===== src/rtl/pcc_pkg.sv =====
package pcc_pkg;
  localparam int CARD_AW = 26;
  localparam int DATA_W  = 16;

  typedef enum logic [1:0] {
    SP_IO   = 2'd0,
    SP_RSVD = 2'd1,
    SP_ATTR = 2'd2,
    SP_MEM  = 2'd3
  } space_e;

  typedef enum logic [2:0] {
    ST_IDLE,
    ST_ACKW,
    ST_SETUP,
    ST_STROBE,
    ST_HOLD,
    ST_GAP,
    ST_RESP
  } seq_state_e;

  typedef struct packed {
    logic   ok;
    logic   slot;
    space_e space;
  } decode_t;
endpackage


===== src/rtl/pcc_addr_decode.sv =====
module pcc_addr_decode
  import pcc_pkg::*;
#(
  parameter logic [2:0] REGION_TAG = 3'b001
) (
  input  logic [31:0] addr,
  output decode_t     dec
);
  logic   in_region;
  space_e sp;

  always_comb begin
    in_region = (addr[31:29] == REGION_TAG);
    sp        = space_e'(addr[27:26]);
    dec.slot  = addr[28];
    dec.space = sp;
    dec.ok    = in_region && (sp != SP_RSVD);
  end
endmodule


===== src/rtl/pcc_phase_timer.sv =====
module pcc_phase_timer #(
  parameter int CNT_W = 4
) (
  input  logic             clk,
  input  logic             rst_n,
  input  logic             load,
  input  logic [CNT_W-1:0] load_val,
  output logic             last
);
  logic [CNT_W-1:0] cnt;

  always_ff @(posedge clk or negedge rst_n) begin
    if (!rst_n)          cnt <= '0;
    else if (load)       cnt <= load_val - CNT_W'(1);
    else if (cnt != '0)  cnt <= cnt - CNT_W'(1);
  end

  assign last = (cnt == '0);

  // a phase is never loaded with zero length (strobe width exact)
  assert_nonzero_phase_R9: assert property (@(posedge clk) disable iff (!rst_n)
    load |-> (load_val != '0))
    else $error("phase timer loaded with zero length");
endmodule


===== src/rtl/pcc_lane_unit.sv =====
module pcc_lane_unit #(
  parameter int DATA_W = 16
) (
  input  logic              clk,
  input  logic              rst_n,
  input  logic              clear,
  input  logic              capture,
  input  logic              wide,
  input  logic              half,
  input  logic [DATA_W-1:0] wdata,
  input  logic [DATA_W-1:0] card_rdata,
  output logic [DATA_W-1:0] card_wdata,
  output logic [DATA_W-1:0] rdata
);
  localparam int LANE_W = DATA_W / 2;

  logic [DATA_W-1:0] rdata_q;
  logic [LANE_W-1:0] byte_sel;

  always_ff @(posedge clk or negedge rst_n) begin
    if (!rst_n) begin
      rdata_q <= '0;
    end else if (clear) begin
      rdata_q <= '0;
    end else if (capture) begin
      if (wide)      rdata_q                  <= card_rdata;
      else if (half) rdata_q[DATA_W-1:LANE_W] <= card_rdata[LANE_W-1:0];
      else           rdata_q[LANE_W-1:0]      <= card_rdata[LANE_W-1:0];
    end
  end

  assign byte_sel   = half ? wdata[DATA_W-1:LANE_W] : wdata[LANE_W-1:0];
  assign card_wdata = wide ? wdata : {{LANE_W{1'b0}}, byte_sel};
  assign rdata      = rdata_q;

  // the second-byte capture only happens on a split access
  assert_second_byte_narrow_R8: assert property (@(posedge clk) disable iff (!rst_n)
    (capture && half) |-> !wide)
    else $error("upper byte captured on a 16-bit access");
endmodule


===== src/rtl/pccard_seq.sv =====
module pccard_seq
  import pcc_pkg::*;
#(
  parameter int SETUP_CYC  = 2,
  parameter int STROBE_CYC = 3,
  parameter int HOLD_CYC   = 1,
  parameter int ACK_WIN    = 2
) (
  input  logic        clk,
  input  logic        rst_n,
  input  logic        req_valid,
  output logic        req_ready,
  input  logic        req_write,
  input  logic [31:0] req_addr,
  input  logic [15:0] req_wdata,
  output logic        rsp_valid,
  output logic        rsp_err,
  output logic [15:0] rsp_rdata,
  output logic [25:0] card_addr,
  output logic        card_reg_n,
  output logic        card_slot,
  output logic        card_ce1_n,
  output logic        card_ce2_n,
  output logic        card_oe_n,
  output logic        card_we_n,
  output logic        card_iord_n,
  output logic        card_iowr_n,
  output logic [15:0] card_wdata,
  output logic        card_wdata_oe,
  input  logic [15:0] card_rdata,
  input  logic        card_iois16_n
);
  localparam int MAX_A   = (SETUP_CYC > STROBE_CYC) ? SETUP_CYC : STROBE_CYC;
  localparam int MAX_B   = (HOLD_CYC > ACK_WIN) ? HOLD_CYC : ACK_WIN;
  localparam int MAX_LEN = (MAX_A > MAX_B) ? MAX_A : MAX_B;
  localparam int CNT_W   = $clog2(MAX_LEN + 1);

  seq_state_e          st, nxt;
  decode_t             dec;
  logic [CARD_AW-1:0]  addr_q;
  logic                slot_q, write_q, wide_q, half_q, err_q;
  space_e              space_q;
  logic [DATA_W-1:0]   wdata_q;
  logic                fire, phase_last, load;
  logic [CNT_W-1:0]    load_val;
  logic                io_q, active, lanes_on, strobing, capture;

  pcc_addr_decode u_dec (
    .addr (req_addr),
    .dec  (dec)
  );

  pcc_phase_timer #(.CNT_W(CNT_W)) u_timer (
    .clk      (clk),
    .rst_n    (rst_n),
    .load     (load),
    .load_val (load_val),
    .last     (phase_last)
  );

  assign req_ready = (st == ST_IDLE);
  assign fire      = req_valid && req_ready;

  always_comb begin
    nxt = st;
    unique case (st)
      ST_IDLE:   if (req_valid) nxt = !dec.ok ? ST_RESP :
                                      (dec.space == SP_IO) ? ST_ACKW : ST_SETUP;
      ST_ACKW:   if (phase_last) nxt = ST_SETUP;
      ST_SETUP:  if (phase_last) nxt = ST_STROBE;
      ST_STROBE: if (phase_last) nxt = ST_HOLD;
      ST_HOLD:   if (phase_last) nxt = (!wide_q && !half_q) ? ST_GAP : ST_RESP;
      ST_GAP:    nxt = ST_SETUP;
      ST_RESP:   nxt = ST_IDLE;
      default:   nxt = ST_IDLE;
    endcase
  end

  always_comb begin
    load = (nxt != st);
    unique case (nxt)
      ST_ACKW:   load_val = CNT_W'(ACK_WIN);
      ST_SETUP:  load_val = CNT_W'(SETUP_CYC);
      ST_STROBE: load_val = CNT_W'(STROBE_CYC);
      ST_HOLD:   load_val = CNT_W'(HOLD_CYC);
      default:   load_val = CNT_W'(1);
    endcase
  end

  always_ff @(posedge clk or negedge rst_n) begin
    if (!rst_n) begin
      st      <= ST_IDLE;
      addr_q  <= '0;
      slot_q  <= 1'b0;
      space_q <= SP_MEM;
      write_q <= 1'b0;
      wdata_q <= '0;
      wide_q  <= 1'b1;
      half_q  <= 1'b0;
      err_q   <= 1'b0;
    end else begin
      st <= nxt;
      if (fire) begin
        addr_q  <= req_addr[CARD_AW-1:0];
        slot_q  <= dec.slot;
        space_q <= dec.space;
        write_q <= req_write;
        wdata_q <= req_wdata;
        err_q   <= !dec.ok;
        wide_q  <= (dec.space != SP_IO);
        half_q  <= 1'b0;
      end
      if (st == ST_ACKW && !card_iois16_n) wide_q <= 1'b1;
      if (st == ST_HOLD && nxt == ST_GAP)  half_q <= 1'b1;
    end
  end

  assign io_q     = (space_q == SP_IO);
  assign active   = (st != ST_IDLE) && (st != ST_RESP);
  assign lanes_on = (st == ST_SETUP) || (st == ST_STROBE) ||
                    (st == ST_HOLD)  || (st == ST_GAP);
  assign strobing = (st == ST_STROBE);
  assign capture  = strobing && phase_last && !write_q;

  assign card_addr[CARD_AW-1:1] = addr_q[CARD_AW-1:1];
  assign card_addr[0]  = (st == ST_ACKW || wide_q) ? addr_q[0] : half_q;
  assign card_slot     = slot_q;
  assign card_reg_n    = !(active && space_q == SP_ATTR);
  assign card_ce1_n    = !lanes_on;
  assign card_ce2_n    = !(lanes_on && wide_q);
  assign card_oe_n     = !(strobing && !io_q && !write_q);
  assign card_we_n     = !(strobing && !io_q &&  write_q);
  assign card_iord_n   = !(strobing &&  io_q && !write_q);
  assign card_iowr_n   = !(strobing &&  io_q &&  write_q);
  assign card_wdata_oe = active && write_q;

  pcc_lane_unit #(.DATA_W(DATA_W)) u_lane (
    .clk        (clk),
    .rst_n      (rst_n),
    .clear      (fire),
    .capture    (capture),
    .wide       (wide_q),
    .half       (half_q),
    .wdata      (wdata_q),
    .card_rdata (card_rdata),
    .card_wdata (card_wdata),
    .rdata      (rsp_rdata)
  );

  assign rsp_valid = (st == ST_RESP);
  assign rsp_err   = rsp_valid && err_q;

  // never two strobes at once
  assert_single_strobe_R9: assert property (@(posedge clk) disable iff (!rst_n)
    $countones({~card_oe_n, ~card_we_n, ~card_iord_n, ~card_iowr_n}) <= 1)
    else $error("overlapping strobes");

  // no new request is taken while a response is out
  assert_busy_on_rsp_R10: assert property (@(posedge clk) disable iff (!rst_n)
    rsp_valid |-> !req_ready)
    else $error("ready during response");

  // response is a single-cycle pulse
  assert_rsp_pulse_R10: assert property (@(posedge clk) disable iff (!rst_n)
    rsp_valid |=> !rsp_valid)
    else $error("response longer than one cycle");

  // a refused access answers right after acceptance
  assert_err_immediate_R2: assert property (@(posedge clk) disable iff (!rst_n)
    rsp_err |-> $past(req_valid && req_ready))
    else $error("error response not immediate");

  // an I/O strobe with the high lane off must use the low lane
  assert_byte_lane_R7: assert property (@(posedge clk) disable iff (!rst_n)
    ((!card_iord_n || !card_iowr_n) && card_ce2_n) |-> !card_ce1_n)
    else $error("byte transfer without low-lane enable");

  // attribute select never accompanies an I/O strobe
  assert_attr_no_io_R3: assert property (@(posedge clk) disable iff (!rst_n)
    !card_reg_n |-> (card_iord_n && card_iowr_n))
    else $error("attribute select during I/O strobe");
endmodule


===== config.mk =====
export PLATFORM = sky130hd
export DESIGN_NAME = pccard_seq
export DESIGN_NICKNAME = d
export VERILOG_FILES = /design/src/rtl/pcc_pkg.sv /design/src/rtl/pcc_addr_decode.sv /design/src/rtl/pcc_phase_timer.sv /design/src/rtl/pcc_lane_unit.sv /design/src/rtl/pccard_seq.sv
export SDC_FILE = /design/constraint.sdc
export NUM_CORES = 1
export LEC_CHECK = 0
export BUFFER_PORTS_ARGS = -buffer_cell sky130_fd_sc_hd__buf_2
export CORE_ASPECT_RATIO = 0.5
export CORE_MARGIN = 4
export CORE_UTILIZATION = 35
export DETAILED_ROUTE_END_ITERATION = 10
export GPL_ROUTABILITY_DRIVEN = 0
export SLEW_MARGIN = 30
export SYNTH_ARGS = -nofsm -noshare
export SYNTH_HDL_FRONTEND = slang
export SYNTH_SLANG_ARGS = --single-unit

===== constraint.sdc =====
create_clock -name clk -period 2.17 [get_ports clk]
set_input_delay 0.217 -clock clk [delete_from_list [all_inputs] [get_ports clk]]
set_output_delay 0.217 -clock clk [all_outputs]
set_load 0.1 [all_outputs]

=== Word-level counts from Yosys, hierarchy flattened ===
Index checks and enable logic that the tools add are counted.

* Register bits after elaboration: 70
* Input port bits: 69
* Output and inout bits: 70
* Logic and storage cells: 104

* $add $sub $neg: 2
* Eq/ne operators: 16
* Muxes and demuxes: 24
* Reduce and logical (&&, ||, !) cells: 50

{| class="wikitable"
|+ Operator list
! operator !! count
|-
| 2-to-1 mux 16 bit || 4
|-
| 2-to-1 mux 8 bit || 3
|-
| logical AND 1 bit || 18
|-
| 2-to-1 mux 3 bit || 6
|-
| case mux 3 bit (6 select lines) || 1
|-
| logical NOT 1 bit || 13
|-
| equality test 3 x 2 -> 1 bit (second input constant) || 4
|-
| equality test 3 bit (second input constant) || 4
|-
| nonzero test 2 bit || 6
|-
| equality test 3 x 1 -> 1 bit (second input constant) || 3
|-
| 2-to-1 mux 2 bit || 4
|-
| logical NOT 2 bit || 3
|-
| nonzero test 3 bit || 2
|-
| 2-to-1 mux 1 bit || 5
|-
| logical OR 1 bit || 4
|-
| case mux 2 bit (2 select lines) || 1
|-
| AND reduction 2 bit || 2
|-
| subtractor 2 x 1 -> 2 bit (second input constant) || 2
|-
| logical NOT 3 bit || 1
|-
| != test 3 x 2 -> 1 bit (second input constant) || 1
|-
| != test 3 bit || 1
|-
| != test 3 bit (second input constant) || 1
|-
| equality test 2 bit (second input constant) || 1
|-
| != test 2 x 1 -> 1 bit (second input constant) || 1
|-
| OR reduction 2 bit || 1
|}

=== Logic depth before layout (Yosys ltp) ===
* Word-level depth: 10
* Depth in mapped cells: 7
* Mapped depth without buffers: 5

=== Hierarchy ===
From an unflattened synthesis, not the netlist that was laid out.

* Cell total of the unflattened synthesis: 392
* Area, all modules: 3634.7 um2

{| class="wikitable"
|+ By module, submodules not included
! module !! times used !! cells an instance !! area an instance (um2) !! seq. area each (um2)
|-
| pccard_seq || 1 || 294 || 2497.4 || 1305.0
|-
| pcc_lane_unit || 1 || 85 || 993.5 || 400.4
|-
| pcc_phase_timer || 1 || 8 || 92.6 || 50.0
|-
| pcc_addr_decode || 1 || 5 || 51.3 || 0.0
|}

=== Worst setup path before layout ===
Ideal clock, no wire load.

* Path kind: reg2reg
* From: register st[0]
* To: register wide_q
* Library setup time: 0.083 ns
* Arrival: 2.734 ns
* Data required time: 2.087 ns
* Setup slack: -0.647 ns
* Stages on the path, launching flop included: 6
* Path buffers: 2
* Clock period less this slack: 2.817 ns
* Cells stage by stage: dfrtp_1 -> buf_2 -> nor3_2 -> nand2_1 -> buf_2 -> a221o_1

* Word-level cells in the longest chain between the ends: 3
* Elaborated cells on any way between the ends: 6
* Classes of those cells: 1 x eq/ne; 1 x mux; 4 x reduce/logical

{| class="wikitable"
|+ Ends and longest elaborated chain
! what !! line !! source
|-
| start, declared || pccard_seq.sv:38 || <nowiki>seq_state_e st, nxt;</nowiki>
|-
| start signal, assigned || pccard_seq.sv:102 || <nowiki>st <= nxt;</nowiki>
|-
| logical NOT 3 bit || pccard_seq.sv:61 || <nowiki>assign req_ready = (st == ST_IDLE);</nowiki>
|-
| named net req_ready || pccard_seq.sv:12 || <nowiki>output logic req_ready,</nowiki>
|-
| logical AND 1 bit || pccard_seq.sv:62 || <nowiki>assign fire = req_valid && req_ready;</nowiki>
|-
| nonzero test 2 bit (no source line) || n/a ||
|-
| end signal, assigned || pccard_seq.sv:110 || <nowiki>wide_q <= (dec.space != SP_IO);</nowiki>
|-
| end, declared || pccard_seq.sv:41 || <nowiki>logic slot_q, write_q, wide_q, half_q, err_q;</nowiki>
|}

The timed path passes the listed nets, and every way through them passes these cells.
A chain may end at the register's enable or synchronous reset.

=== Worst setup path in the final report ===
* From: register st[1]
* To: output port card_reg_n

* Word-level cells in the longest chain between the ends: 4
* Elaborated cells on any way between the ends: 5
* Classes of those cells: 1 x eq/ne; 4 x reduce/logical

{| class="wikitable"
|+ Ends and longest elaborated chain
! what !! line !! source
|-
| != test 3 bit / nonzero test 3 bit (equally long branches) || pccard_seq.sv:119 || <nowiki>assign active = (st != ST_IDLE) && (st != ST_RESP);</nowiki>
|-
| logical AND 1 bit * || pccard_seq.sv:119 ||
|-
| logical AND 1 bit * || pccard_seq.sv:128 || <nowiki>assign card_reg_n = !(active && space_q == SP_ATTR);</nowiki>
|-
| logical NOT 1 bit * || pccard_seq.sv:128 ||
|-
| end, declared || pccard_seq.sv:20 || <nowiki>output logic card_reg_n,</nowiki>
|}

Mark *: on every way between the ends. The rest lies on a longest branch, timed or not.

==> reports/metrics.yaml <==
maxCapViolCount: 0
yosysSeqAreaShare_pct: 51.0
async_flop_share_pct: 100
fin_skew_ns: 0.00265
dieArea_mm2: 0.0116
netlist_area_mm2: 0.00344
track_usage_pct: 15.6
synth.distinct_cells: 40
dp_cells: 618
finalWirelength_mm: 8.83
tritoncts: "yes"
place_hpwl_mm: 6.50
cp-end-kind: "primary output"
area_growth_pct: 29.7
synth_compound_area_share_pct: 6.76
crit_fanout: 12
vias: 2899
drive_gt1_share_pct: 39.6
rows: 25
fmax_mhz: 487
yosys_most_used_dff: "dfrtp_1"
synth_mux_area_share_pct: 8.25
ys_ff_latch: 70
yosys.area_share.simple_pct: 25.0
gr-total-overflow: 0
synth_top_area_cell: "dfrtp_1"
cts.path.max_buffers: 2
yosys-top-cells-area: "dfrtp_1 49%, nand2_1 17%, buf_4 6.1%"
multi_input_area_mm2: 0.00142
drt_iter0_markers: 97
synth_largest_type_area_fraction_pct: 48.7
layout_min_cycle_time_ns: 2.05
nFillCells: 998
status: "completed"
synth_edf_count: 0
timing.final.crit_share_pct: 94.6
clkSinkCount: 70
final-setup-viol-count: 0
cts_root_buffer: "clkbuf_16"
grt_pass1_wl_mm: 14.4
max_slew.worst_pin.slew_ns: 0.731
antenna_found_initial: 0
rsz0062_at_grt: "false"
grt_max_degree: 53
wire_per_inst_um: 14.0
cts_htree_levels: 3
num_io_pins: 139
port_buffers: 138
critPathKind: "register to primary output"
synth_top_family_by_area: "simple AND/OR/NAND/NOR gates"
grt_pass1_vias: 3008
synth_area_per_cell_um2: 9.06
final_nets: 564
die_y_um: 78.1
clock_latency_ns: 0.33
synth_cells: 380
drv_slew: 0
cts_inserted_buffers: 9
die_w_um: 148
synth_xor_area_share_pct: 0.254
postRouteAntennaNets: 0
seq_area_mm2: 0.00176
remaining_drc_errors: 0
hold_class: "input port to register"
synth_fp_nets: 449
crit_path_start_kind: "register"
cp_data_required_time_ns: 1.95
hold_viol: 0
n_antenna_cell: 0
core_mm2: 0.00951
start_util_pct: 36.2
via_per_inst: 4.58
path_clk_slew_ns: 0.05
yosys_warnings: 0
synthAdderAreaFrac_pct: 0
cp.arrival_ns: 1.84
first_pass_iters: 4
instances_no_fill: 633
slew-limit-headroom_pct: 51.1
-- layout by cell type (no fill, tap or decap), drive strengths merged --
cell type,n
a211oi,1
a21oi,5
a221o,1
a31oi,2
a32oi,2
and2,10
and3,2
buf,145
clkbuf,15
clkinv,1
dfrtp,67
dfstp,3
dlygate4sd3,1
inv,5
mux2,11
mux2i,16
nand2,152
nand3,4
nand3b,2
nor2,16
nor2b,6
nor3,2
nor3b,1
nor4b,1
o21ai,4
o21bai,1
o221ai,3
o22ai,1
o31ai,8
o32ai,2
o41ai,1
or2,3
or3b,2
or4,1
xor2,1
-- logic make-up (layout without fill, tap and decap cells) --
kind of cell | Yosys count | in the layout
DFF | 70 | 70
buffers and inverters | 49 | 167
xor gates and xnor gates | 1 | 1
muxes | 27 | 27
and+or+nand+nor | 202 | 202
AOI/OAI and AO/OA | 31 | 31
-- Yosys cell counts, drive strengths merged, types with 4 or more instances --
master / count
o21ai: 4
nand2: 152
o31ai: 8
clkbuf: 5
mux2i: 16
dfrtp: 67
and2: 10
inv: 5
buf: 39
mux2: 11
nor2: 16
a21oi: 5
nor2b: 6
nand3: 4
-- worst max-delay path: stages, from the launching register on --
cell	delay, ns
dfrtp_2	0.50
xor2_2	0.23
nor2_1	0.09
or3b_2	0.44
buf_4	0.24
-- state kept, by name (all words and copies together), names as in the netlist --
signal,flops
err_q,1
st,3
write_q,1
wide_q,1
wdata_q,16
card_slot,1
half_q,1
u_timer.cnt,2
addr_q,26
space_q,2
u_lane.rdata,16
-- final timing paths --
| kind | from | to | slack [ns] | depth (start not counted) |
|---|---|---|---|---|
| max | st[1]$_DFF_PN0_ | card_reg_n | 0.12 | 4 |
| min | req_wdata[14] | wdata_q[14]$_DFFE_PN0P_ | 0.08 | 3 |
| max reg2reg | st[0]$_DFF_PN0_ | u_lane.rdata[10]$_DFFE_PN0P_ | 0.32 | 5 |
| min reg2reg | addr_q[21]$_DFFE_PN0P_ | addr_q[21]$_DFFE_PN0P_ | 0.46 | 2 |
| max in group asynchronous | rst_n | space_q[1]$_DFFE_PN1P_ | 1.09 | 3 |
| min in group asynchronous | rst_n | addr_q[21]$_DFFE_PN0P_ | 0.39 | 2 |
-- layout make-up --
class | instances | share of cell area (%)
Inverter | 5 | 0.420
Clock buffer | 13 | 6.05
Clock inverter | 1 | 0.112
Multi-Input combinational cell | 261 | 31.8
Sequential cell | 70 | 39.4
Timing Repair Buffer | 148 | 18.4
Tap cell | 135 | 3.78
-- per-layer routing --
| layer | up-vias | track usage (%) | wire (um) |
|---|---|---|---|
| li1 | 1438 | - | - |
| met1 | 1368 | 18.0 | 3750 |
| met2 | 76 | 27.7 | 4510 |
| met3 | 17 | 4.61 | 405 |
| met4 | 0 | 5.71 | 167 |
| met5 | - | 0 | 0 |
-- timing repair --
item | in CTS | in global routing
cloned | 0 | 0
hold endpoints to repair | 18 | 0
buffers inserted | 0 | 0
resized for setup | 11 | 6
endpoints found under the setup margin | 10 | 6
hold buffers | 1 | 0
-- through the flow --
stage	setup TNS (ns)	util [%]	hold slack [ns]	area [um2]	worst slack (ns)
after floorplan	-0.0168	-	-0.0786	3470	-0.0168
after global placement	0	43.5	0.201	4140	0.294
after detailed placement	0	43.5	0.202	4140	0.251
after CTS	0	46.8	0.0644	4450	0.0135
after global routing	0	47.0	0.0714	4470	0.00988
final	0	47.0	0.0769	4470	0.118
Power is left out: the tool's default activity adds up to more than one toggle a clock period on the data nets, which glitch-free logic cannot reach.
